===== src/rtl/rt_pkg.sv =====
package rt_pkg;

  typedef enum logic [1:0] {
    ST_IDLE = 2'd0,
    ST_WAIT = 2'd1,
    ST_TIME = 2'd2,
    ST_DONE = 2'd3
  } rt_state_t;

  localparam logic [1:0] MODE_HI   = 2'd0;
  localparam logic [1:0] MODE_TIME = 2'd1;
  localparam logic [1:0] MODE_ANIM = 2'd2;

endpackage


===== src/rtl/rt_lfsr.sv =====
module rt_lfsr #(
  parameter int          W    = 30,
  parameter logic [W-1:0] TAPS = W'(32'h2000_0029),
  parameter logic [W-1:0] SEED = W'(32'h0000_000F)
) (
  input  logic         clk,
  input  logic         rst,
  output logic [W-1:0] value
);

  // XOR of the tapped bits becomes the new least significant bit.
  logic fb;
  assign fb = ^(value & TAPS);

  always_ff @(posedge clk) begin
    if (rst) value <= SEED;
    else     value <= {value[W-2:0], fb};
  end

endmodule


===== src/rtl/rt_delay_cnt.sv =====
module rt_delay_cnt #(
  parameter int W    = 30,
  parameter int TERM = 750_000_000
) (
  input  logic         clk,
  input  logic         rst,
  input  logic         load,
  input  logic [W-1:0] load_val,
  input  logic         step,
  output logic         hit
);

  localparam logic [W-1:0] TERM_V = W'(TERM);

  logic [W-1:0] cnt;

  always_ff @(posedge clk) begin
    if (rst)       cnt <= '0;
    else if (load) cnt <= load_val;
    else if (step) cnt <= cnt + 1'b1;   // wraps modulo 2^W
  end

  assign hit = (cnt == TERM_V);

endmodule


===== src/rtl/rt_seq_fsm.sv =====
module rt_seq_fsm
  import rt_pkg::*;
(
  input  logic       clk,
  input  logic       rst,
  input  logic       start,
  input  logic       stop,
  input  logic       hit,
  output logic       load,
  output logic       step,
  output logic       led,
  output logic       run,
  output logic [1:0] mode
);

  rt_state_t st, st_nxt;

  always_comb begin
    st_nxt = st;
    load   = 1'b0;
    step   = 1'b0;
    unique case (st)
      ST_IDLE: if (start) begin
        load   = 1'b1;
        st_nxt = ST_WAIT;
      end
      ST_WAIT: if (hit) st_nxt = ST_TIME;
               else     step   = 1'b1;
      ST_TIME: if (stop) st_nxt = ST_DONE;
      ST_DONE: st_nxt = ST_DONE;
      default: st_nxt = ST_IDLE;
    endcase
  end

  // Outputs are registered from the next state so they switch with it.
  always_ff @(posedge clk) begin
    if (rst) begin
      st   <= ST_IDLE;
      led  <= 1'b0;
      run  <= 1'b0;
      mode <= MODE_HI;
    end else begin
      st   <= st_nxt;
      led  <= (st_nxt == ST_TIME) || (st_nxt == ST_DONE);
      run  <= (st_nxt == ST_TIME);
      mode <= (st_nxt == ST_IDLE) ? MODE_HI : MODE_TIME;
    end
  end

endmodule


===== src/rtl/reaction_ctrl.sv =====
module reaction_ctrl #(
  parameter int LFSR_W = 30,
  parameter int CNT_W  = 30,
  parameter int TERM   = 750_000_000
) (
  input  logic       clk,
  input  logic       rst,
  input  logic       start_btn,
  input  logic       stop_btn,
  output logic       led_o,
  output logic       run_o,
  output logic [1:0] mode_o
);

  localparam logic [LFSR_W-1:0] POLY = LFSR_W'(32'h2000_0029);
  localparam logic [LFSR_W-1:0] INIT = LFSR_W'(32'h0000_000F);

  logic [LFSR_W-1:0] rnd;
  logic              load, step, hit;

  rt_lfsr #(.W(LFSR_W), .TAPS(POLY), .SEED(INIT)) u_lfsr (
    .clk   (clk),
    .rst   (rst),
    .value (rnd)
  );

  rt_delay_cnt #(.W(CNT_W), .TERM(TERM)) u_delay (
    .clk      (clk),
    .rst      (rst),
    .load     (load),
    .load_val (rnd[CNT_W-1:0]),
    .step     (step),
    .hit      (hit)
  );

  rt_seq_fsm u_fsm (
    .clk   (clk),
    .rst   (rst),
    .start (start_btn),
    .stop  (stop_btn),
    .hit   (hit),
    .load  (load),
    .step  (step),
    .led   (led_o),
    .run   (run_o),
    .mode  (mode_o)
  );

endmodule


===== config.mk =====
export PLATFORM = sky130hd
export DESIGN_NAME = reaction_ctrl
export DESIGN_NICKNAME = d
export VERILOG_FILES = /design/src/rtl/rt_pkg.sv /design/src/rtl/rt_lfsr.sv /design/src/rtl/rt_delay_cnt.sv /design/src/rtl/rt_seq_fsm.sv /design/src/rtl/reaction_ctrl.sv
export SDC_FILE = /design/constraint.sdc
export NUM_CORES = 1
export LEC_CHECK = 0
export ABC_AREA = 1
export BUFFER_PORTS_ARGS = -buffer_cell sky130_fd_sc_hd__buf_2
export CAP_MARGIN = 40
export CORE_ASPECT_RATIO = 0.8
export CORE_UTILIZATION = 52
export DETAILED_ROUTE_END_ITERATION = 8
export GPL_TIMING_DRIVEN = 0
export PLACE_DENSITY = 0.71
export SLEW_MARGIN = 20
export SYNTH_ARGS = -nofsm -noshare
export SYNTH_HDL_FRONTEND = slang
export SYNTH_HIERARCHICAL = 1
export SYNTH_SLANG_ARGS = --single-unit

===== constraint.sdc =====
create_clock -name clk -period 2.2 [get_ports clk]
set_input_delay 0.22 -clock clk [delete_from_list [all_inputs] [get_ports clk]]
set_output_delay 0.22 -clock clk [all_outputs]
set_load 0.005 [all_outputs]

Word-level counts from Yosys, hierarchy flattened:

Index checks and enable logic that the tools add are counted.

* flip-flop bits (word level): 66
* input bits: 4
* word-level logic and storage cells: 29

* add/sub/neg operators: 1
* equal/unequal tests: 6
* mux-type cells: 11
* reductions and logical operators: 5

Operators by type and width (count)
* $mux 30: 2
* $add 30x1->30 const B: 1
* $eq 30x30->1 const B: 1
* $reduce_xor 30->1: 1
* $eq 2x2->1 const B: 4
* $pmux 2 s4: 1
* $mux 2: 3
* $mux 1: 5
* $logic_not 2->1: 2
* $eq 2x1->1 const B: 1
* $reduce_bool 2->1: 1
* $logic_or 1x1->1: 1

Logic depth before layout (Yosys ltp):

* depth in word-level cells: 5
* depth in mapped cells: 14
* depth with buffers taken out: 14

Modules after synthesis:

Netlist, hierarchy kept.

By module, submodules not included
* rt_delay_cnt: times used 1, cells each 344, area each 2108.3 um^2, sequential area each 600.6 um^2
* rt_lfsr: times used 1, cells each 106, area each 908.4 um^2, sequential area each 600.6 um^2
* rt_seq_fsm: times used 1, cells each 26, area each 186.4 um^2, sequential area each 100.1 um^2

Worst setup path after synthesis:

OpenSTA, ideal clock, no wires.

* path kind: register to register
* from: register u_delay.cnt[0]
* to: register u_delay.cnt[11]
* data arrival time: 1.812 ns
* slack: 0.318 ns
* cell stages (with the launch flop): 12
* path through: dfxtp_1 -> inv_1 -> ha_1 -> nand4_1 -> nor4_1 -> inv_1 -> nand3_1 -> inv_1 -> nor2_2 -> buf_2 -> a22oi_1 -> a21oi_1

* word-level cells in the longest chain between the ends: 4

RTL lines
* start: declaration: line rt_delay_cnt.sv:15 `logic [W-1:0] cnt;`
* start signal: assignment: line rt_delay_cnt.sv:19 `else if (load) cnt <= load_val;`
* start signal: assignment: line rt_delay_cnt.sv:20 `else if (step) cnt <= cnt + 1'b1;`
* $eq 30x30->1: line rt_delay_cnt.sv:23 `assign hit = (cnt == TERM_V);`
* named net hit: line reaction_ctrl.sv:19 `logic load, step, hit;`
* $mux 1: line rt_seq_fsm.sv:27 `ST_WAIT: if (hit) st_nxt = ST_TIME;`
* $mux 1: line rt_seq_fsm.sv:22 `unique case (st)`
* named net step: line reaction_ctrl.sv:19
* $reduce_bool 2->1 (no source line)

The timed path passes the listed nets, and every way through them passes these cells. The select of a mux whose other input is x is not followed.
A chain may end at the register's enable or synchronous reset.

Final worst setup path:

* from: register u_delay.cnt[21]
* to: register u_delay.cnt[17]

Same word-level chain as after synthesis.

==> metrics.md <==
| Metric | Value |
|---|---|
| Post-synthesis simple-gate area fraction | `34.6%` |
| Num rows | `25` |
| Initial Util | `54.2%` |
| Drc violations | `0` |
| Final Hold Fails | `0` |
| DR WL/cell | `13.9 um` |
| Layout cells sized above 1 | `13.0%` |
| Clock Sinks | `65` |
| Clk pwr share | `44.3%` |
| Most frequent cells after synthesis | `nand2_1 (120), inv_1 (73), dfxtp_1 (65)` |
| Most frequent cell after synthesis | `nand2_1` |
| Worst path required time | `2.47 ns` |
| Synth Area in Compound Gates | `11.5%` |
| Post-Route WL | `8080 um` |
| Post-synth cell types | `26` |
| Hpwl dp | `6050 um` |
| EDFF count, synth | `0` |
| Worst R2R Setup Slack | `0.14 ns` |
| Gpl congestion | `0.945` |
| Arrival @ worst endpoint | `2.34 ns` |
| Pre-CTS setup slack | `-0.359 ns` |
| Sequential fraction of the synthesis area | `40.6%` |
| Vias per cell | `5.25` |
| Area growth syn-to-layout | `13.9%` |
| Largest net degree at the start of global routing | `13` |
| Fin crit period | `2.06 ns` |
| Antenna Violating Nets Remaining | `0` |
| Syn. warnings | `6` |
| Final cell count without fillers | `580` |
| DR vias | `3046` |
| Total track usage | `27.6%` |
| Die width | `89.7 um` |
| Global-route wire length before repair | `13500 um` |
| Post-synth top flop | `dfxtp_1` |
| Max Clk Rate | `484 MHz` |
| FF-to-FF End | `u_delay/cnt[17]` |
| Switching Fraction | `24.8%` |
| Clock Skews | `0.0130 ns` |
| Power per cell area | `691 nW/um^2` |
| Die area | `6480 sq um` |
| IO buf count | `6` |
| Max clock buf depth | `2` |
| Hold crit path type | `input port to flop` |
| Final Max Slew Viols | `0` |
| Crit end category | `flop` |
| Setup violators final | `0` |
| Syn Area/Cell | `6.73 sq um` |
| Drt first pass iters | `5` |
| Worst setup SP type | `flop` |
| Ys async rst share | `0%` |
| Share of the synthesized area in the top cell type | `40.6%` |
| Die height | `72.2 um` |
| Synth area leaders | `dfxtp_1 (41%), nand2_1 (14%), inv_1 (8.6%), nor2_1 (7.1%), nand3_1 (6.9%)` |
| Setup CP Type | `flop to flop` |
| Leading area contributor after synthesis | `dfxtp_1` |
| Fin crit share | `93.8%` |
| Clk root buf | `clkbuf_8` |
| Post-synthesis xor/xnor area fraction | `1.37%` |
| Status | `complete, no violations` |
| IO Pins | `8` |
| Hold Path Sink | `u_fsm/run` |
| Filler instances | `553` |
| Ant diodes | `0` |
| Worst R2R Path Depth | `11` |
| DR iter-0 viols | `264` |
| Syn_nets | `482` |
| Setup slack after layout | `0.136 ns` |
| Nets | `501` |
| Flops & latches, synth | `65` |
| P_sw | `624 uW` |
| P_int | `1.90 mW` |
| Worst skew pair latency | `0.35 ns` |
| Overflow after GRT | `0` |
| H-tree depth | `3` |
| R2R Path Start | `u_delay/cnt[21]` |
| Reg power frac | `48.6%` |
| Synthesized area | `3200 sq um` |
| Pleak | `1.37 nW` |
| Largest family of logic cells by synthesized area | `simple AND/OR/NAND/NOR gates` |
| Worst slew pin tran | `0.553 ns` |
| Worst hold path cell count | `4` |
| CTS tree | `built` |
| CORE AREA | `5910 sq um` |
| Crit Path Max Fanout | `10` |
| Cts-stage hold buffer count | `0` |
| Total of max-cap violations | `0` |
| Gate Count Post-Synth | `476` |
| Overall Power | `2.52 mW` |
| Worst slew margin | `63.2%` |
| Mux contribution to synthesized area | `0%` |
| Vias in the first global route | `2713` |
| Synth Area in Adders | `0.781%` |
| Logic pwr share | `7.1%` |
| Cts bufs inserted | `9` |
| CTS clk-pin slew, worst paths | `0.07 ns` |
| Hold path start | `stop_btn` |
| Placed Cells incl. Taps | `563` |
| Peak supply drop | `625 uV` |
| Final core utilization | `61.7%` |
| Initial antenna violation count | `0` |
worst max-delay path, stage by stage, from the launching register on:
cell and delay, ns:
dfxtp_4 0.37, nand2_1 0.09, nor2_2 0.13, nand4_1 0.17
nor4_4 0.29, inv_1 0.07, nand3_1 0.12, inv_2 0.10
nor2_4 0.22, buf_6 0.17, a22oi_1 0.07, a21oi_1 0.18
per-stage QoR:
| step | setup TNS (ns) | area (sq um) | hold slack [ns] |
|---|---|---|---|
| 3_5_place_dp | -7.35 | 3330 | 0.417 |
| 4_1_cts | 0 | 3580 | 0.147 |
| 3_3_place_gp | -6.52 | 3330 | 0.414 |
| 6_report | 0 | 3650 | 0.161 |
| 2_1_floorplan | 0 | 3200 | 0.395 |
| 5_1_grt | -0.00461 | 3650 | 0.166 |
metal layers:
layer	up-vias	wire length, um	track usage, %	part of all wire (%)
met2	102	3330	40.0	41
met3	10	536	7.55	6.6
met4	0	122	10.0	1.5
met1	1395	4090	39.3	51
met5	-	0	0	0
li1	1539	-	-	-
how the worst max path moves through the flow:
stage / from / to
final: u_delay/cnt[21] / u_delay/cnt[17]
after global routing: u_delay/cnt[21] / u_delay/cnt[23]
after CTS: u_delay/cnt[9] / u_delay/cnt[15]
after detailed placement: u_delay/cnt[0] / u_delay/cnt[25]
after global placement: u_delay/cnt[0] / u_delay/cnt[13]
after floorplan: u_delay/cnt[0] / u_delay/cnt[11]
cells in the final DEF (no fill, tap or decap), types with 5 or more instances in the layout:
cell type,Yosys,routed
nor2_1,61,60
nand3_1,44,42
buf_2,6,8
xor2_1,5,5
a22oi_1,19,19
nor2_4,6,7
nand2_1,120,118
a21oi_1,25,25
o21ai_0,13,13
clkbuf_1,5,5
dfxtp_1,65,58
buf_6,2,5
a31oi_1,5,5
inv_1,73,70
nor2_2,5,5
clkbuf_8,0,9
nand2_2,3,5
power groups by stage:
stage / combinational, mW / clock, mW / sequential [mW]
floorplan: 0.114 / 0 / 1.25
global placement: 0.157 / 0 / 1.25
detailed placement: 0.160 / 0 / 1.25
CTS: 0.166 / 1.14 / 1.23
global route: 0.199 / 1.20 / 1.23
finish: 0.179 / 1.12 / 1.22
sequential cells by signal (all words and copies together) (netlist names):
name / cells
u_lfsr/value: 30
u_fsm/run: 1
u_delay/cnt: 30
u_fsm/mode: 1
u_fsm/led: 1
u_fsm/st: 2
layout make-up:
type                            count  area (sq um)  area share [%]
Buffer                             14           100            2.74
Clock buffer                        9           124            3.40
Clock inverter                      6          92.6            2.54
Inverter                           73           274            7.51
Multi-Input combinational cell    324          1590            43.7
Sequential cell                    65          1320            36.1
Tap cell                           81           101            2.78
Timing Repair Buffer                8          45.0            1.23
timing repair:
item                                    in CTS  in global routing
pin swaps                                    1                  6
buffers inserted                             0                  2
resized for setup                            8                 22
endpoints found under the setup margin      25                 25
kinds of logic (layout without fill, tap and decap cells):
group,Yosys count,count (layout)
xor gates and xnor gates,5,5
buffers and inverters,87,110
DFF,65,65
adders and majority gates,2,2
and+or+nand+nor,253,253
other,1,1
AOI/OAI and AO/OA,63,63
No activity file was read; power rests on OpenSTA's default activity.
